<file path="src/rtl/lmac_pkg.sv">
package lmac_pkg;

    // Operand width of the unit; the product is twice as wide.
    localparam int unsigned LMAC_W = 32;

    typedef enum logic [1:0] {
        OP_UMUL = 2'b00,
        OP_UMAC = 2'b01,
        OP_SMUL = 2'b10,
        OP_SMAC = 2'b11
    } lmac_op_e;

    typedef enum logic [1:0] {
        ST_IDLE = 2'd0,
        ST_RUN  = 2'd1,
        ST_FIN  = 2'd2
    } lmac_state_e;

    typedef struct packed {
        logic n;
        logic z;
        logic c;
        logic v;
    } lmac_flags_t;

    typedef struct packed {
        lmac_op_e              op;
        logic                  upd;
        logic [LMAC_W-1:0]     a;
        logic [LMAC_W-1:0]     b;
        logic [2*LMAC_W-1:0]   acc;
        lmac_flags_t           flg;
    } lmac_req_t;

    function automatic logic op_signed(input lmac_op_e o);
        return o[1];
    endfunction

    function automatic logic op_accum(input lmac_op_e o);
        return o[0];
    endfunction

    // New N and Z from a full-width result; C and V carried from the old set.
    function automatic lmac_flags_t derive_flags(input logic [2*LMAC_W-1:0] r,
                                                 input lmac_flags_t old);
        lmac_flags_t f;
        f.n = r[2*LMAC_W-1];
        f.z = (r == '0);
        f.c = old.c;
        f.v = old.v;
        return f;
    endfunction

endpackage

</file>
<file path="src/rtl/lmac_seq.sv">
module lmac_seq
    import lmac_pkg::*;
#(
    parameter int unsigned STEPS = 4
) (
    input  logic clk,
    input  logic rst,
    input  logic start,
    output logic accept,
    output logic step,
    output logic commit,
    output logic busy
);
    localparam int unsigned CNT_W = (STEPS > 1) ? $clog2(STEPS) : 1;
    localparam logic [CNT_W-1:0] LAST = CNT_W'(STEPS - 1);

    lmac_state_e      state_q;
    logic [CNT_W-1:0] cnt_q;

    always_ff @(posedge clk) begin
        if (rst) begin
            state_q <= ST_IDLE;
            cnt_q   <= '0;
        end else begin
            unique case (state_q)
                ST_IDLE: begin
                    cnt_q <= '0;
                    if (start) state_q <= ST_RUN;
                end
                ST_RUN: begin
                    if (cnt_q == LAST) state_q <= ST_FIN;
                    else               cnt_q   <= cnt_q + 1'b1;
                end
                ST_FIN:  state_q <= ST_IDLE;
                default: state_q <= ST_IDLE;
            endcase
        end
    end

    assign accept = (state_q == ST_IDLE) && start;
    assign step   = (state_q == ST_RUN);
    assign commit = (state_q == ST_FIN);
    assign busy   = (state_q != ST_IDLE);

endmodule

</file>
<file path="src/rtl/lmac_shiftadd.sv">
module lmac_shiftadd #(
    parameter int unsigned W       = 32,
    parameter int unsigned DIGIT_W = 8   // must divide W and be smaller than W
) (
    input  logic           clk,
    input  logic           rst,
    input  logic           load,
    input  logic           step,
    input  logic [W-1:0]   mcand_in,
    input  logic [W-1:0]   mplier_in,
    output logic [2*W-1:0] prod
);
    localparam int unsigned PP_W = W + DIGIT_W;

    logic [W-1:0]   mcand_q;
    logic [2*W-1:0] prod_q;
    logic [PP_W-1:0] row [DIGIT_W];
    logic [PP_W-1:0] pp;
    logic [PP_W-1:0] sum;

    // One gated, shifted copy of the multiplicand per multiplier bit of the digit.
    for (genvar i = 0; i < DIGIT_W; i++) begin : g_row
        assign row[i] = prod_q[i] ? ({{DIGIT_W{1'b0}}, mcand_q} << i) : '0;
    end

    always_comb begin
        pp = '0;
        for (int i = 0; i < DIGIT_W; i++) pp = pp + row[i];
    end

    assign sum = {{DIGIT_W{1'b0}}, prod_q[2*W-1:W]} + pp;

    always_ff @(posedge clk) begin
        if (rst) begin
            mcand_q <= '0;
            prod_q  <= '0;
        end else if (load) begin
            mcand_q <= mcand_in;
            prod_q  <= {{W{1'b0}}, mplier_in};
        end else if (step) begin
            prod_q  <= {sum, prod_q[W-1:DIGIT_W]};
        end
    end

    assign prod = prod_q;

endmodule

</file>
<file path="src/rtl/lmac_finish.sv">
module lmac_finish
    import lmac_pkg::*;
(
    input  lmac_req_t             req,
    input  logic [2*LMAC_W-1:0]   uprod,
    output logic [2*LMAC_W-1:0]   result,
    output lmac_flags_t           flags
);
    localparam int unsigned W = LMAC_W;

    logic [2*W-1:0] corr;
    logic [2*W-1:0] addend;

    // Signed product = unsigned product minus 2^W times each operand whose partner is negative.
    always_comb begin
        corr = '0;
        if (op_signed(req.op)) begin
            if (req.a[W-1]) corr = corr + {req.b, {W{1'b0}}};
            if (req.b[W-1]) corr = corr + {req.a, {W{1'b0}}};
        end
    end

    assign addend = op_accum(req.op) ? req.acc : '0;
    assign result = uprod - corr + addend;
    assign flags  = req.upd ? derive_flags(result, req.flg) : req.flg;

endmodule

</file>
<file path="src/rtl/lmac_unit.sv">
module lmac_unit
    import lmac_pkg::*;
#(
    parameter int unsigned DIGIT_W = 8
) (
    input  logic        clk,
    input  logic        rst,
    input  logic        start,
    input  logic [1:0]  op,
    input  logic        set_flags,
    input  logic [31:0] opa,
    input  logic [31:0] opb,
    input  logic [31:0] acc_lo,
    input  logic [31:0] acc_hi,
    input  logic [3:0]  flags_in,
    output logic [31:0] res_lo,
    output logic [31:0] res_hi,
    output logic [3:0]  flags_out,
    output logic        done,
    output logic        busy
);
    localparam int unsigned W     = LMAC_W;
    localparam int unsigned STEPS = W / DIGIT_W;

    logic           accept, step, commit;
    lmac_req_t      req_d, req_q;
    logic [2*W-1:0] uprod, result;
    lmac_flags_t    fin_flags, flags_q;
    logic [2*W-1:0] res_q;
    logic           done_q;

    lmac_seq #(.STEPS(STEPS)) u_seq (
        .clk    (clk),
        .rst    (rst),
        .start  (start),
        .accept (accept),
        .step   (step),
        .commit (commit),
        .busy   (busy)
    );

    always_comb begin
        req_d.op  = lmac_op_e'(op);
        req_d.upd = set_flags;
        req_d.a   = opa;
        req_d.b   = opb;
        req_d.acc = {acc_hi, acc_lo};
        req_d.flg = lmac_flags_t'(flags_in);
    end

    always_ff @(posedge clk) begin
        if (rst)         req_q <= '0;
        else if (accept) req_q <= req_d;
    end

    lmac_shiftadd #(.W(W), .DIGIT_W(DIGIT_W)) u_mul (
        .clk       (clk),
        .rst       (rst),
        .load      (accept),
        .step      (step),
        .mcand_in  (opa),
        .mplier_in (opb),
        .prod      (uprod)
    );

    lmac_finish u_fin (
        .req    (req_q),
        .uprod  (uprod),
        .result (result),
        .flags  (fin_flags)
    );

    always_ff @(posedge clk) begin
        if (rst) begin
            res_q   <= '0;
            flags_q <= '0;
            done_q  <= 1'b0;
        end else begin
            done_q <= commit;
            if (commit) begin
                res_q   <= result;
                flags_q <= fin_flags;
            end
        end
    end

    assign res_lo    = res_q[W-1:0];
    assign res_hi    = res_q[2*W-1:W];
    assign flags_out = flags_q;
    assign done      = done_q;

endmodule

</file>
<file path="config.mk">
export PLATFORM = sky130hd
export DESIGN_NAME = lmac_unit
export DESIGN_NICKNAME = d
export VERILOG_FILES = /design/src/rtl/lmac_pkg.sv /design/src/rtl/lmac_seq.sv /design/src/rtl/lmac_shiftadd.sv /design/src/rtl/lmac_finish.sv /design/src/rtl/lmac_unit.sv
export SDC_FILE = /design/constraint.sdc
export NUM_CORES = 2
export LEC_CHECK = 0
export ABC_AREA = 1
export BUFFER_PORTS_ARGS = -buffer_cell sky130_fd_sc_hd__buf_2
export CAP_MARGIN = 0
export CORE_ASPECT_RATIO = 0.5
export CORE_MARGIN = 2
export CORE_UTILIZATION = 50
export DETAILED_ROUTE_END_ITERATION = 16
export GPL_TIMING_DRIVEN = 1
export HOLD_SLACK_MARGIN = 0.03
export PLACE_DENSITY = 0.68
export SYNTH_ARGS = -nofsm -noshare
export SYNTH_HDL_FRONTEND = slang
export SYNTH_SLANG_ARGS = --single-unit
</file>
<file path="constraint.sdc">
create_clock -name clk -period 5.65 [get_ports clk]
set_clock_uncertainty 0.2 [all_clocks]
set_input_delay 0 -clock clk [delete_from_list [all_inputs] [get_ports clk]]
set_output_delay 0 -clock clk [all_outputs]
set_load 0.02 [all_outputs]
</file>
# --- After elaboration in Yosys (flattened, before gate mapping) ---
# Index checks and enable logic that the tools add are counted.
# Widths: inputs -> output; s select.
totals:
  regBits: 272
  inputBits: 138
  out_inout_bits: 70
  wordCells: 67
op_classes:
  n_addsub: 12
  n_eq_ne: 6
  n_mux: 21
  n_reduce_logical: 9
ops:
  columns: ["cell", "count"]
  rows:
  - ["$mux 64", 5]
  - ["$add 40x40->40", 7]
  - ["$add 64x64->64", 2]
  - ["$mux 32", 3]
  - ["$logic_not 64->1", 1]
  - ["$sub 64x64->64", 1]
  - ["$add 32x40->40", 1]
  - ["$mux 39", 1]
  - ["$mux 38", 1]
  - ["$mux 37", 1]
  - ["$mux 36", 1]
  - ["$mux 35", 1]
  - ["$mux 34", 1]
  - ["$mux 33", 1]
  - ["$pmux 2 s2", 2]
  - ["$mux 2", 3]
  - ["$reduce_bool 2->1", 3]
  - ["$eq 2x2->1 const B", 2]
  - ["$mux 4", 1]
  - ["$ne 2x2->1 const B", 2]
  - ["$reduce_and 2->1", 2]
  - ["$add 2x1->2 const B", 1]
  - ["$eq 2x1->1 const B", 1]
  - ["$logic_not 2->1", 1]
  - ["3 further kinds", 3]

# --- Logic depth before layout (Yosys ltp) ---
logic_depth:
  depth_word: 11
  ltp_mapped: 40

# --- By module ---
# From an unflattened synthesis, not the netlist that was laid out.
unflattened:
  cells_unflattened: 5189
  hier_area_um2: 31815.5
modules_own_cells:
  columns: ["module", "n_inst", "cells_each", "area_each_um2"]
  rows:
  - ["lmac_shiftadd", 1, 1943, 13364.1]
  - ["lmac_finish", 1, 1929, 9879.5]
  - ["lmac_unit", 1, 1289, 8348.0]
  - ["lmac_seq", 1, 28, 224.0]

# --- Worst setup path before layout ---
# Ideal clock, no wire load.
synth_timing:
  path_type: "register -> register"
  from: "register u_mul.mcand_q[31] (netlist name)"
  to: "register flags_q, in the netlist flags_out[2]"
  setup_time_ps: 119
  t_arrival_ps: 4820
  t_required_ps: 5331
  setup_slack_ps: 511
  path_stages_with_launch: 37
  n_path_buf: 3
  period_less_slack_ps: 5139
  cell_sequence: "dfxtp_1 buf_6 buf_4 clkbuf_1 nand2_1 inv_1 ha_1 fa_1 nand2_1 nand3_1 and2_1 nand3b_1 nand2_1 a21oi_4 o21ai_2 nand2_1 nand2_1 xnor2_1 nand2_1 o211ai_1 inv_1 fa_1 inv_1 ha_1 nand2_1 nor2_1 inv_1 nor2_1 nand2_1 or2_2 nand3_1 nand3_1 nand2_1 xor2_1 nor2_1 nand4_1 a21oi_1"
synth_rtl:
  columns: ["item", "line", "text"]
  rows:
  - ["end signal: assignment", "lmac_unit.sv:82", "flags_q <= fin_flags;"]
  - ["end: declaration", "lmac_unit.sv:28", "lmac_flags_t fin_flags, flags_q;"]

==> flow_metrics.py <==
metrics = {
    "finish": {
        "post_route_cells_drive_above_1_share": 0.1190,
        "final-seq-area_sq_um": 5455,
        "antenna_cells_inserted": 0,
        "commonest_non_fill_non_tap_cell_in_the_layout": "sky130_fd_sc_hd__nand2_1",
        "area.growth.synth_to_final_pct": 23.94,
        "final_core_utilization": 0.6258,
        "layout.cell_area.non_filler_sq_um": 34670,
        "multi_input_area_sq_um": 18760,
        "final_cell_mix": "sky130_fd_sc_hd__nand2_1, sky130_fd_sc_hd__inv_1, sky130_fd_sc_hd__nor2_1",
        "n_fill_cell": 5174,
        "finish.net_count": 5360,
    },
    "global_route": {
        "first_global_vias": 29184,
        "antenna_violations_before_repair": 3,
        "global_route_wire_length_before_repair_mm": 163.9,
        "grt_start_max_net_pins": 84,
        "grt_usage": 0.3660,
        "globalRouteOverflowTotal": 0,
    },
    "sta": {
        "hold_viol": 0,
        "finalMaxSlewViolations": 0,
        "timing_worst_slew_pin_value_ps": 1113,
        "worst_case_setup_margin_in_the_final_layout_ps": 84.77,
        "grt_setup_unrepaired": "true",
        "slew-limit-headroom": 0.2535,
        "period_utilization": 0.9850,
        "max_freq_ghz": 0.1797,
        "setup_viol_count_final": 0,
        "period_needed_ps": 5565,
    },
    "detailed_routing": {
        "dr_total_vias": 30244,
        "wl_per_cell_microns": 19.27,
        "routed_wirelength_mm": 107.7,
        "drt_drc_violations_left": 0,
        "average_via_count_per_standard_cell": 5.414,
        "drtAntennaViolNets": 0,
        "drt_pass1_iterations": 6,
        "initialDrtViolationCount": 3124,
    },
    "critical_path": {
        "setup.worst_path.start_class": "register",
        "critical-path-max-stage-delay_ps": 510,
        "crit_path_max_fanout": 16,
        "critical_path.slowest_cell": "sky130_fd_sc_hd__fa_1",
        "cp-end-kind": "register",
        "path_class": "register to register",
        "crit_required_ps": 5980,
        "critPathMostFrequentCell": "sky130_fd_sc_hd__nand2_1",
        "worst_ep_arrival_time_ps": 5900,
    },
    "yosys": {
        "synth-seq-area-share": 0.1946,
        "ys_seq_elements": 272,
        "synth.area.top_cells": "sky130_fd_sc_hd__dfxtp_1, sky130_fd_sc_hd__fa_1, sky130_fd_sc_hd__nand2_1",
        "synth_flop_cell": "sky130_fd_sc_hd__dfxtp_1",
        "mappedNetlistArea_sq_um": 27980,
        "synth_largest_type_area_fraction": 0.1946,
        "yosys.cell_types.count": 49,
        "synth.largest_area_cell": "sky130_fd_sc_hd__dfxtp_1",
        "synthesis.instances": 4293,
        "syn_avg_cell_area_sq_um": 6.517,
        "async_reset_ff_frac": 0,
        "synth-edff-count": 0,
        "synth_warnings": 0,
        "postSynthNetCount": 4845,
    },
    "power_and_ir_drop": {
        "power_switching_uw": 3798,
        "combinationalPowerShare": 0.507,
        "power.leakage_uw": 0.01864,
        "max-vdd-ir-drop_mv": 0.3093,
        "internal_power_uw": 4620,
        "power.share.clock": 0.238,
        "swShare": 0.4512,
        "sequentialPowerShare": 0.255,
        "power_density_nw_per_um2": 242.8,
    },
    "status": {
        "status": "finished, final reports clean",
    },
    "clock_tree": {
        "numClockSinks": 272,
        "htree_num_levels": 1,
        "tritoncts": "done",
        "root_buffer": "sky130_fd_sc_hd__clkbuf_16",
        "cts_buffer_depth": 3,
        "cts.clk_slew.worst_paths_ps": 70,
        "tritoncts.num_buffers": 29,
        "clk_latency_ps": 610,
    },
    "placement": {
        "gp_congestion": 1.021,
        "place.port_buffers": 207,
        "pre_cts_slack_ps": -473.8,
        "placement.cell_area_sq_um": 30890,
        "detailedPlacementHpwl_mm": 82.39,
    },
    "run": {
        "timing.max_cap.violations": 0,
    },
    "die": {
        "floorplan.io_pins": 208,
        "placeableCoreArea_sq_um": 55410,
        "floorplan.die_area_sq_um": 57980,
        "chipWidth_microns": 338.5,
        "die_height_microns": 171.3,
        "floorplan.initialDensity": 0.5049,
        "rows": 61,
    },
    "worst_hold_path": {
        "hold_class": "input port to register",
    },
}
==> cells in the mapped netlist (all sizes together), types with 6 or more instances <==
| library cell | count |
|---|---|
| nor4 | 11 |
| nand2 | 1078 |
| nor3 | 18 |
| xor2 | 32 |
| o22ai | 12 |
| o211ai | 57 |
| a21oi | 245 |
| inv | 916 |
| nand4 | 37 |
| o21bai | 12 |
| dfxtp | 272 |
| o21a | 11 |
| nand3b | 13 |
| o21ai | 286 |
| buf | 25 |
| xnor2 | 20 |
| nor2 | 504 |
| clkinv | 6 |
| clkbuf | 141 |
| fa | 245 |
| a21boi | 6 |
| ha | 169 |
| a31oi | 25 |
| nand3 | 123 |
==> sequential cells by signal (all words and copies together), names as in the netlist <==
register	flops
u_mul.mcand_q	32
done	1
u_seq.state_q	2
u_mul.prod	64
req_q	103
u_seq.cnt_q	2
res_q	64
flags_out	4
==> path summary, 6_finish.rpt <==
path	cells past startpoint	to	slack (ps)	from
min reg2reg	2	req_q[68]	250	req_q[68]
max	31	flags_out[2]	80	u_mul.mcand_q[31]
min	4	req_q[20]	30	acc_lo[16]
max reg2reg	31	flags_out[2]	80	u_mul.mcand_q[31]
==> power groups by stage <==
stage	logic (uW)	clock network [uW]	registers (uW)
2_1_floorplan	2410	0	2110
3_3_place_gp	3830	0	2180
3_5_place_dp	3830	0	2180
4_1_cts	4020	2000	2140
5_1_grt	4670	2080	2150
6_report	4260	2010	2150
==> per-stage QoR <==
step / instances / TNS, ps / power (uW) / hold WS (ps)
2_1_floorplan: 4293 / 0 / 4518 / -43.98
3_5_place_dp: 5284 / -814.0 / 6014 / 57.66
5_1_grt: 5586 / -52.80 / 8908 / 61.70
4_1_cts: 5580 / 0 / 8153 / 30.42
6_report: 5586 / 0 / 8418 / 32.21
3_3_place_gp: 5284 / -926.1 / 6009 / 51.86
==> cells by family after synthesis <==
kind of cell | synth area share
flip-flops | 0.1946
XOR/XNOR | 0.01628
AO/OA/AOI/OAI | 0.1350
AND/OR/NAND/NOR | 0.2556
adder cells (fa/ha/maj) | 0.2509
buffers and inverters | 0.1476
==> routing by layer <==
layer  track usage  up-vias  wire length (microns)  part of all wire
met2        0.5793     1385                  46850              0.44
met5             0        -                      0                 0
met3       0.05902      327                   9366             0.087
met1        0.5040    14356                  46950              0.44
li1              -    14176                      -                 -
met4        0.1426        0                   4501             0.042
==> worst max-delay path, delay by kind of cell (launching register included) <==
| family | cells | cell delay, ps |
|---|---|---|
| fa+ha+maj | 3 | 1210 |
| simple gates | 19 | 2290 |
| compound gates | 3 | 720 |
| buf+inv | 6 | 690 |
| flops | 1 | 380 |
==> final cells by class <==
type,instances,share of cell area
clock buffer,38,0.02335
clock inverter,15,0.003825
inverter,922,0.09999
multi-input combinational,2933,0.5410
sequential,272,0.1573
tap,756,0.02728
timing repair buffer,650,0.1472
==> repair_timing <==
action / CTS / global route
resized for setup: 10 / 88
hold buffers: 242 / 0
hold endpoints to repair: 168 / 0
setup endpoints to repair: 2 / 25
buffers inserted: 1 / 6
pin swaps: 3 / 14
No activity file was read; power rests on OpenSTA's default activity.
